## src/rtl/sprf_pkg.sv

```systemverilog
package sprf_pkg;

    typedef enum logic [1:0] {
        SRC_DIRECT  = 2'b00,
        SRC_OFFSET  = 2'b01,
        SRC_POINTER = 2'b10,
        SRC_POSTINC = 2'b11
    } src_mode_e;

    localparam int unsigned IDX_PC  = 0;
    localparam int unsigned IDX_SP  = 1;
    localparam int unsigned IDX_SR  = 2;
    localparam int unsigned IDX_CG2 = 3;

    localparam int unsigned SR_CONST_POINTER = 4;
    localparam int unsigned SR_CONST_POSTINC = 8;

endpackage

```

## src/rtl/rf_const_gen.sv

```systemverilog
module rf_const_gen
    import sprf_pkg::*;
#(
    parameter int unsigned DW = 16,
    parameter int unsigned AW = 4
) (
    input  logic [AW-1:0] addr,
    input  src_mode_e     mode,
    output logic          hit,
    output logic [DW-1:0] value
);

    always_comb begin
        hit   = 1'b0;
        value = '0;
        if (addr == AW'(IDX_CG2)) begin
            hit = 1'b1;
            unique case (mode)
                SRC_DIRECT:  value = DW'(0);
                SRC_OFFSET:  value = DW'(1);
                SRC_POINTER: value = DW'(2);
                SRC_POSTINC: value = '1;
                default:     value = '0;
            endcase
        end else if (addr == AW'(IDX_SR) && mode != SRC_DIRECT) begin
            hit = 1'b1;
            unique case (mode)
                SRC_OFFSET:  value = DW'(0);
                SRC_POINTER: value = DW'(SR_CONST_POINTER);
                SRC_POSTINC: value = DW'(SR_CONST_POSTINC);
                default:     value = '0;
            endcase
        end
    end

endmodule

```

## src/rtl/rf_store.sv

```systemverilog
module rf_store
    import sprf_pkg::*;
#(
    parameter int unsigned DW      = 16,
    parameter int unsigned NREG    = 16,
    parameter int unsigned FLAG_W  = 4,
    parameter int unsigned PC_STEP = 2,
    localparam int unsigned AW     = $clog2(NREG)
) (
    input  logic          clk,
    input  logic          rst_n,
    input  logic          wr_hit,
    input  logic [AW-1:0] wr_addr,
    input  logic [DW-1:0] wr_word,
    input  logic          flag_we,
    input  logic [FLAG_W-1:0] flag_data,
    input  logic          pc_inc,
    output logic [DW-1:0] q [NREG]
);

    for (genvar g = 0; g < NREG; g++) begin : g_ent
        logic sel;
        assign sel = wr_hit && (wr_addr == AW'(g));

        if (g == IDX_CG2) begin : g_const
            assign q[g] = '0;
        end else if (g == IDX_PC) begin : g_pc
            logic [DW-1:0] r;
            always_ff @(posedge clk or negedge rst_n) begin
                if (!rst_n)      r <= '0;
                else if (sel)    r <= wr_word;
                else if (pc_inc) r <= r + DW'(PC_STEP);
            end
            assign q[g] = r;
        end else if (g == IDX_SR) begin : g_sr
            logic [DW-1:0] r;
            always_ff @(posedge clk or negedge rst_n) begin
                if (!rst_n)       r <= '0;
                else if (sel)     r <= wr_word;
                else if (flag_we) r <= {r[DW-1:FLAG_W], flag_data};
            end
            assign q[g] = r;
        end else begin : g_plain
            logic [DW-1:0] r;
            always_ff @(posedge clk or negedge rst_n) begin
                if (!rst_n)   r <= '0;
                else if (sel) r <= wr_word;
            end
            assign q[g] = r;
        end
    end

endmodule

```

## src/rtl/rf_read_port.sv

```systemverilog
module rf_read_port
    import sprf_pkg::*;
#(
    parameter int unsigned DW     = 16,
    parameter int unsigned NREG   = 16,
    parameter bit          HAS_CG = 1'b1,
    localparam int unsigned AW    = $clog2(NREG)
) (
    input  logic [AW-1:0] addr,
    input  src_mode_e     mode,
    input  logic [DW-1:0] regs [NREG],
    input  logic          byp_en,
    input  logic [AW-1:0] byp_addr,
    input  logic [DW-1:0] byp_data,
    output logic [DW-1:0] data
);

    logic [DW-1:0] stored;
    logic          byp_hit;

    assign byp_hit = byp_en && (byp_addr == addr);
    assign stored  = byp_hit ? byp_data : regs[addr];

    if (HAS_CG) begin : g_cg
        logic          cg_hit;
        logic [DW-1:0] cg_val;
        rf_const_gen #(.DW(DW), .AW(AW)) u_cg (
            .addr  (addr),
            .mode  (mode),
            .hit   (cg_hit),
            .value (cg_val)
        );
        assign data = cg_hit ? cg_val : stored;
    end else begin : g_plain
        logic unused_mode;
        assign unused_mode = ^mode;
        assign data = stored;
    end

endmodule

```

## src/rtl/sprf_top.sv

```systemverilog
module sprf_top
    import sprf_pkg::*;
#(
    parameter int unsigned DW      = 16,
    parameter int unsigned NREG    = 16,
    parameter int unsigned FLAG_W  = 4,
    parameter int unsigned PC_STEP = 2,
    localparam int unsigned AW     = $clog2(NREG)
) (
    input  logic              clk,
    input  logic              rst_n,
    input  logic              wr_en,
    input  logic [AW-1:0]     wr_addr,
    input  logic [DW-1:0]     wr_data,
    input  logic              flag_we,
    input  logic [FLAG_W-1:0] flag_data,
    input  logic              pc_inc,
    input  logic [AW-1:0]     ra_addr,
    input  src_mode_e         ra_mode,
    output logic [DW-1:0]     ra_data,
    input  logic [AW-1:0]     rb_addr,
    output logic [DW-1:0]     rb_data,
    output logic [DW-1:0]     pc_q,
    output logic [DW-1:0]     sr_q
);

    logic [DW-1:0] regs [NREG];
    logic          wr_hit;
    logic          aligned_dst;
    logic [DW-1:0] wr_word;

    assign wr_hit      = wr_en && (wr_addr != AW'(IDX_CG2));
    assign aligned_dst = (wr_addr == AW'(IDX_PC)) || (wr_addr == AW'(IDX_SP));
    assign wr_word     = aligned_dst ? {wr_data[DW-1:1], 1'b0} : wr_data;

    rf_store #(.DW(DW), .NREG(NREG), .FLAG_W(FLAG_W), .PC_STEP(PC_STEP)) u_store (
        .clk       (clk),
        .rst_n     (rst_n),
        .wr_hit    (wr_hit),
        .wr_addr   (wr_addr),
        .wr_word   (wr_word),
        .flag_we   (flag_we),
        .flag_data (flag_data),
        .pc_inc    (pc_inc),
        .q         (regs)
    );

    rf_read_port #(.DW(DW), .NREG(NREG), .HAS_CG(1'b1)) u_port_a (
        .addr     (ra_addr),
        .mode     (ra_mode),
        .regs     (regs),
        .byp_en   (wr_hit),
        .byp_addr (wr_addr),
        .byp_data (wr_word),
        .data     (ra_data)
    );

    rf_read_port #(.DW(DW), .NREG(NREG), .HAS_CG(1'b0)) u_port_b (
        .addr     (rb_addr),
        .mode     (SRC_DIRECT),
        .regs     (regs),
        .byp_en   (wr_hit),
        .byp_addr (wr_addr),
        .byp_data (wr_word),
        .data     (rb_data)
    );

    assign pc_q = regs[IDX_PC];
    assign sr_q = regs[IDX_SR];

endmodule

```

## config.mk

```make
export PLATFORM = sky130hd
export DESIGN_NAME = sprf_top
export DESIGN_NICKNAME = d
export VERILOG_FILES = /design/src/rtl/sprf_pkg.sv /design/src/rtl/rf_const_gen.sv /design/src/rtl/rf_store.sv /design/src/rtl/rf_read_port.sv /design/src/rtl/sprf_top.sv
export SDC_FILE = /design/constraint.sdc
export NUM_CORES = 1
export LEC_CHECK = 0
export BUFFER_PORTS_ARGS = -buffer_cell sky130_fd_sc_hd__buf_4
export CAP_MARGIN = 20
export CORE_MARGIN = 2
export CORE_UTILIZATION = 55
export CTS_CLUSTER_DIAMETER = 30
export DETAILED_ROUTE_END_ITERATION = 8
export GPL_ROUTABILITY_DRIVEN = 0
export PLACE_DENSITY = 0.74
export SLEW_MARGIN = 20
export SYNTH_ARGS = -nofsm -noshare
export SYNTH_HDL_FRONTEND = slang
export SYNTH_HIERARCHICAL = 1
export SYNTH_SLANG_ARGS = --single-unit
```

## constraint.sdc

```tcl
create_clock -name clk -period 2.2 [get_ports clk]
set_clock_uncertainty 0.15 [all_clocks]
set_input_delay 0 -clock clk [delete_from_list [all_inputs] [get_ports clk]]
set_output_delay 0 -clock clk [all_outputs]
set_load 0.005 [all_outputs]
```

; ---- After elaboration in Yosys (flattened, before gate mapping)
; Index checks and enable logic that the tools add are counted.
[word_totals]
regBits = 240
output_inout_bits = 64
word_cells = 88
[classes]
addsub = 1
n_lt_le_gt_ge = 2
n_eq_ne = 22
muxes = 20
n_bitwise = 2
n_reduce_logical = 25
[ops]
columns = cell, count
row1 = 2-to-1 mux 16 bit, 11
row2 = binary-select mux 16 bit (select 4 bit), 2
row3 = case mux 16 bit (4 select lines), 1
row4 = == test 4 bit (second input constant), 8
row5 = logical AND 1 bit, 19
row6 = adder 16 x 2 -> 16 bit (second input constant), 1
row7 = == test 4 x 3 -> 1 bit (second input constant), 4
row8 = == test 4 x 2 -> 1 bit (second input constant), 3
row9 = >= comparator 5 bit (second input constant), 2
row10 = NOT 4 -> 5 bit, 2
row11 = == test 4 bit, 2
row12 = 2-to-1 mux 4 bit, 2
row13 = case mux 4 bit (2 select lines), 1
row14 = nonzero test 2 bit, 3
row15 = == test 2 bit (second input constant), 2
row16 = == test 4 x 1 -> 1 bit (second input constant), 1
row17 = zero test 4 bit, 1
row18 = != test 4 x 2 -> 1 bit (second input constant), 1
row19 = 2-to-1 mux 1 bit, 3
row20 = == test 2 x 1 -> 1 bit (second input constant), 1
row21 = zero test 2 bit, 1
row22 = logical OR 1 bit, 1

; ---- Logic depth before layout (Yosys ltp)
[logic_depth]
depth_word = 6
depth_mapped = 7
mapped_depth_nobuf = 6

; ---- Modules after synthesis
; Netlist, hierarchy kept.
[by_module_without_submodules]
columns = mod, n_inst, cells_per_inst, area_each_um2, seq_area_each_um2
row1 = rf_store, 1, 624, 9456.6, 6005.8
row2 = rf_read_port (u_port_a), 1, 234, 2713.9, 0.0
row3 = rf_read_port (u_port_b), 1, 155, 2301.0, 0.0
row4 = rf_const_gen, 1, 20, 156.4, 0.0
row5 = sprf_top, 1, 4, 25.0, 0.0

; ---- Least setup slack after synthesis
; No wires, ideal clock.
[synth_timing]
path_type = input to register
from = in wr_addr[0]
to = reg u_store.g_ent[9].g_plain.r[10]
setup_ns = 0.125
t_arrival_ns = 1.396
path_slack_ns = 0.529
cell_stages = 7
n_path_buf = 2
cell_sequence = nand2_1 -> o31a_1 -> nor3b_1 -> nor2b_1 -> buf_2 -> buf_4 -> mux2_2
[synth_via]
elab_chain_cells = 3
[synth_rtl]
columns = element, line
row1 = from (decl), sprf_top.sv:13  ; input logic [AW-1:0] wr_addr,
row2 = != test 4 x 2 -> 1 bit, sprf_top.sv:32  ; assign wr_hit = wr_en && (wr_addr != AW'(IDX_CG2));
row3 = logical AND 1 bit, sprf_top.sv:32
row4 = named net wr_hit, sprf_top.sv:28  ; logic wr_hit;
row5 = logical AND 1 bit, rf_store.sv:23  ; assign sel = wr_hit && (wr_addr == AW'(g));
row6 = to (signal assigned), rf_store.sv:47  ; else if (sel) r <= wr_word;
row7 = to (decl), rf_store.sv:44  ; logic [DW-1:0] r;
; The timed path passes the listed nets, and every way through them passes these cells.
; A chain may end at the register's enable or synchronous reset.

; ---- Final worst setup path
[layout_timing]
from = reg u_store.g_ent[0].g_pc.r[7]
to = out rb_data[7]
[layout_via]
elab_chain_cells = 4
[layout_rtl]
columns = element, line
row1 = from (decl), rf_store.sv:28  ; logic [DW-1:0] r;
row2 = from (signal assigned), rf_store.sv:31  ; else if (sel) r <= wr_word;
row3 = from (signal assigned), rf_store.sv:32  ; else if (pc_inc) r <= r + DW'(PC_STEP);
row4 = binary-select mux 16 bit (select 4 bit), rf_read_port.sv:22  ; assign stored = byp_hit ? byp_data : regs[addr];
row5 = 2-to-1 mux 16 bit (implied by the code) (2 in a row), rf_read_port.sv:22
row6 = 2-to-1 mux 16 bit, rf_read_port.sv:22
row7 = to (decl), sprf_top.sv:22  ; output logic [DW-1:0] rb_data,
; No other way between the ends. The select of a mux whose other input is x is not followed.

==> qor.txt <==
Core Box Area -> 26100 µm²
Area Growth Syn to Fin -> 28.5%
Maximum vdd drop -> 0.604 mV
Vias in the first global route -> 11200
Least-Margin Pin Slew -> 0.830 ns
Status -> finished with violations
Largest net degree at the start of global routing -> 87
Routed wire length -> 44.0 mm
Residual DRC count -> 5
Lkg Pwr -> 8.18 nW
Die Ht -> 167 µm
P per Cell Area -> 1090 nW/µm²
Reg2reg path depth -> 5
Reg clk slew, reported paths -> 0.05 ns
Final HPWL DP -> 27.4 mm
Crit-path max FO -> 2
Hold Path Class -> input port to flop
Flop2flop setup slack -> 0.06 ns
Post-Place Cell Area -> 15700 µm²
CP most frequent cell -> mux2i_1
Crit. End Element -> primary output
Final core utilization -> 72.0%
I/O pins -> 103
Cell Rows -> 59
RSZ-0062 raised after global routing -> yes
CP max-delay cell -> mux4_2
Worst hold margin -> 0.0409 ns
Final setup margin -> -0.201 ns
Final worst path period share -> 109%
Crit-path max cell delay -> 0.50 ns
Cell count after synthesis -> 1036
Post-synthesis instance area -> 14600 µm²
Worst R2R Start -> u_store/g_ent[2].g_sr.r[0]
Clock Tree Buf Depth -> 3
Die W -> 167 µm
Reg-to-Reg End -> u_store/g_ent[2].g_sr.r[0]
Fmax -> 416 MHz
Min-Delay Path Depth -> 4
Max-slew violations -> 0
Initial Util -> 56.1%
Total CTS buffers -> 52
Hold Path Origin -> wr_addr[2]
Grt ovf -> 0
Worst EP arrival -> 2.25 ns
Iter 0 DRT Violations -> 1122
Vias after detailed routing -> 10700
WP data required -> 2.05 ns
Hold Path End -> u_store/g_ent[11].g_plain.r[0]
Worst slew margin -> 44.7%
Syn Area/Cell -> 14.1 µm²
Wirelength per Cell -> 27.3 µm
Clk Tree Root Cell -> clkbuf_16
Final #Nets -> 1278
Final min period -> 2.40 ns
Drt via density -> 6.63
Global-route wire length before repair -> 68.5 mm
Fillcell total -> 1652
CTS tree -> done
DRT antenna net count -> 0
Setup TNS -> -2.75 ns
Worst Setup Start Kind -> flop
Critical path type -> flop to primary output
Antenna violations before repair -> 0
CTS HTree Levels -> 2
Die area -> 28000 µm²
Total GRT Usage -> 32.0%
Port Buffers -> 102
Critical path cell sequence -> mux4_2, mux2i_1, mux2i_1, mux2_4, buf_6
Latest clock arrival within the worst-skew pair -> 0.56 ns
Pre-antenna DRT Iters -> 7
Failing checks -> design-rule violations, negative setup slack
Pre-CTS setup slack -> 0.237 ns
Synthesis Warnings -> 6
Diodes inserted -> 0
Final setup vio count -> 30
Final hold vios -> 0
CTS sink count -> 240
Maxcap violations -> 0
Final Cell Area -> 18800 µm²
Share of post-route cells with drive strength above 1 -> 57.5%
[per-layer routing]
layer	GRT usage, %	vias up	wire, µm
li1	-	4385	-
met1	43.8	5578	17500
met4	12.4	0	1580
met5	0	-	0
met3	6.95	131	4140
met2	50.5	614	20800
[per-stage QoR]
stage,instances,total power [W]
2_1_floorplan,1051,0.00923
3_3_place_gp,1426,0.0109
3_5_place_dp,1426,0.0111
4_1_cts,1599,0.0202
5_1_grt,1614,0.0213
6_report,1614,0.0205
[worst max path at each step]
| stage | slack (ns) | end | cells after the start | start |
|---|---|---|---|---|
| floorplan | 0.53 | u_store/g_ent[9].g_plain.r[10] | 7 | wr_addr[0] |
| global placement | 0.24 | ra_data[2] | 6 | ra_addr[1] |
| detailed placement | 0.24 | ra_data[13] | 6 | ra_addr[1] |
| CTS | -0.16 | rb_data[13] | 5 | u_store/g_ent[9].g_plain.r[13] |
| global route | -0.23 | rb_data[10] | 5 | u_store/g_ent[8].g_plain.r[10] |
| finish | -0.20 | rb_data[7] | 5 | u_store/g_ent[0].g_pc.r[7] |
[area by class of cell]
| class | count | area, µm² | share of cell area, % |
|---|---|---|---|
| clock buffer | 68 | 1470 | 7.82 |
| tap | 335 | 419 | 2.23 |
| multi-input combinational | 687 | 8170 | 43.4 |
| inverter | 2 | 7.51 | 0.0399 |
| clock inverter | 27 | 380 | 2.02 |
| sequential | 240 | 6020 | 32.0 |
| timing repair buffer | 255 | 2340 | 12.4 |
[timing repair]
| action | CTS | global route |
|---|---|---|
| endpoints found under the hold margin | 469 | 0 |
| gates resized for setup | 154 | 23 |
| setup endpoints to repair | 32 | 34 |
| setup buffers | 42 | 16 |
| cloned | 0 | 0 |
| hold buffers | 36 | 0 |
| pin swaps | 8 | 7 |
[cell usage in the layout (no fill, tap or decap), drive strengths merged, types with 3 or more instances in the layout]
cell,n
mux2,253
o41ai,16
a31oi,16
dlygate4sd3,34
buf,220
nor3,3
and4,6
mux4,112
and3,5
bufinv,7
xor2,10
clkinv,8
dfrtp,240
nand2b,16
mux2i,85
clkbuf,68
nor2,28
inv,13
nand4,5
conb,16
a21oi,19
nand3,8
a221oi,16
nand2,24
nor4,3
o21ai,16
or2b,4
xnor2,13
[power breakdown]
group | total (W) | internal [W] | switching (W)
Clock | 0.00815 | 0.00554 | 0.00260
Combinational | 0.00581 | 0.00346 | 0.00236
Sequential | 0.00655 | 0.00557 | 0.000979
[critical path: cells and delay by family, from the launching register on]
family   cells  cell delay (ns)
mux          4             1.15
buf+inv      1             0.11
flops        1             0.43
[registers in the layout, summed over array words and instances, names as in the netlist]
register / flops
u_store/g_ent.g_plain.r: 208
u_store/g_ent.g_pc.r: 16
u_store/g_ent.g_sr.r: 16
Power figures use the tool's default switching activity.
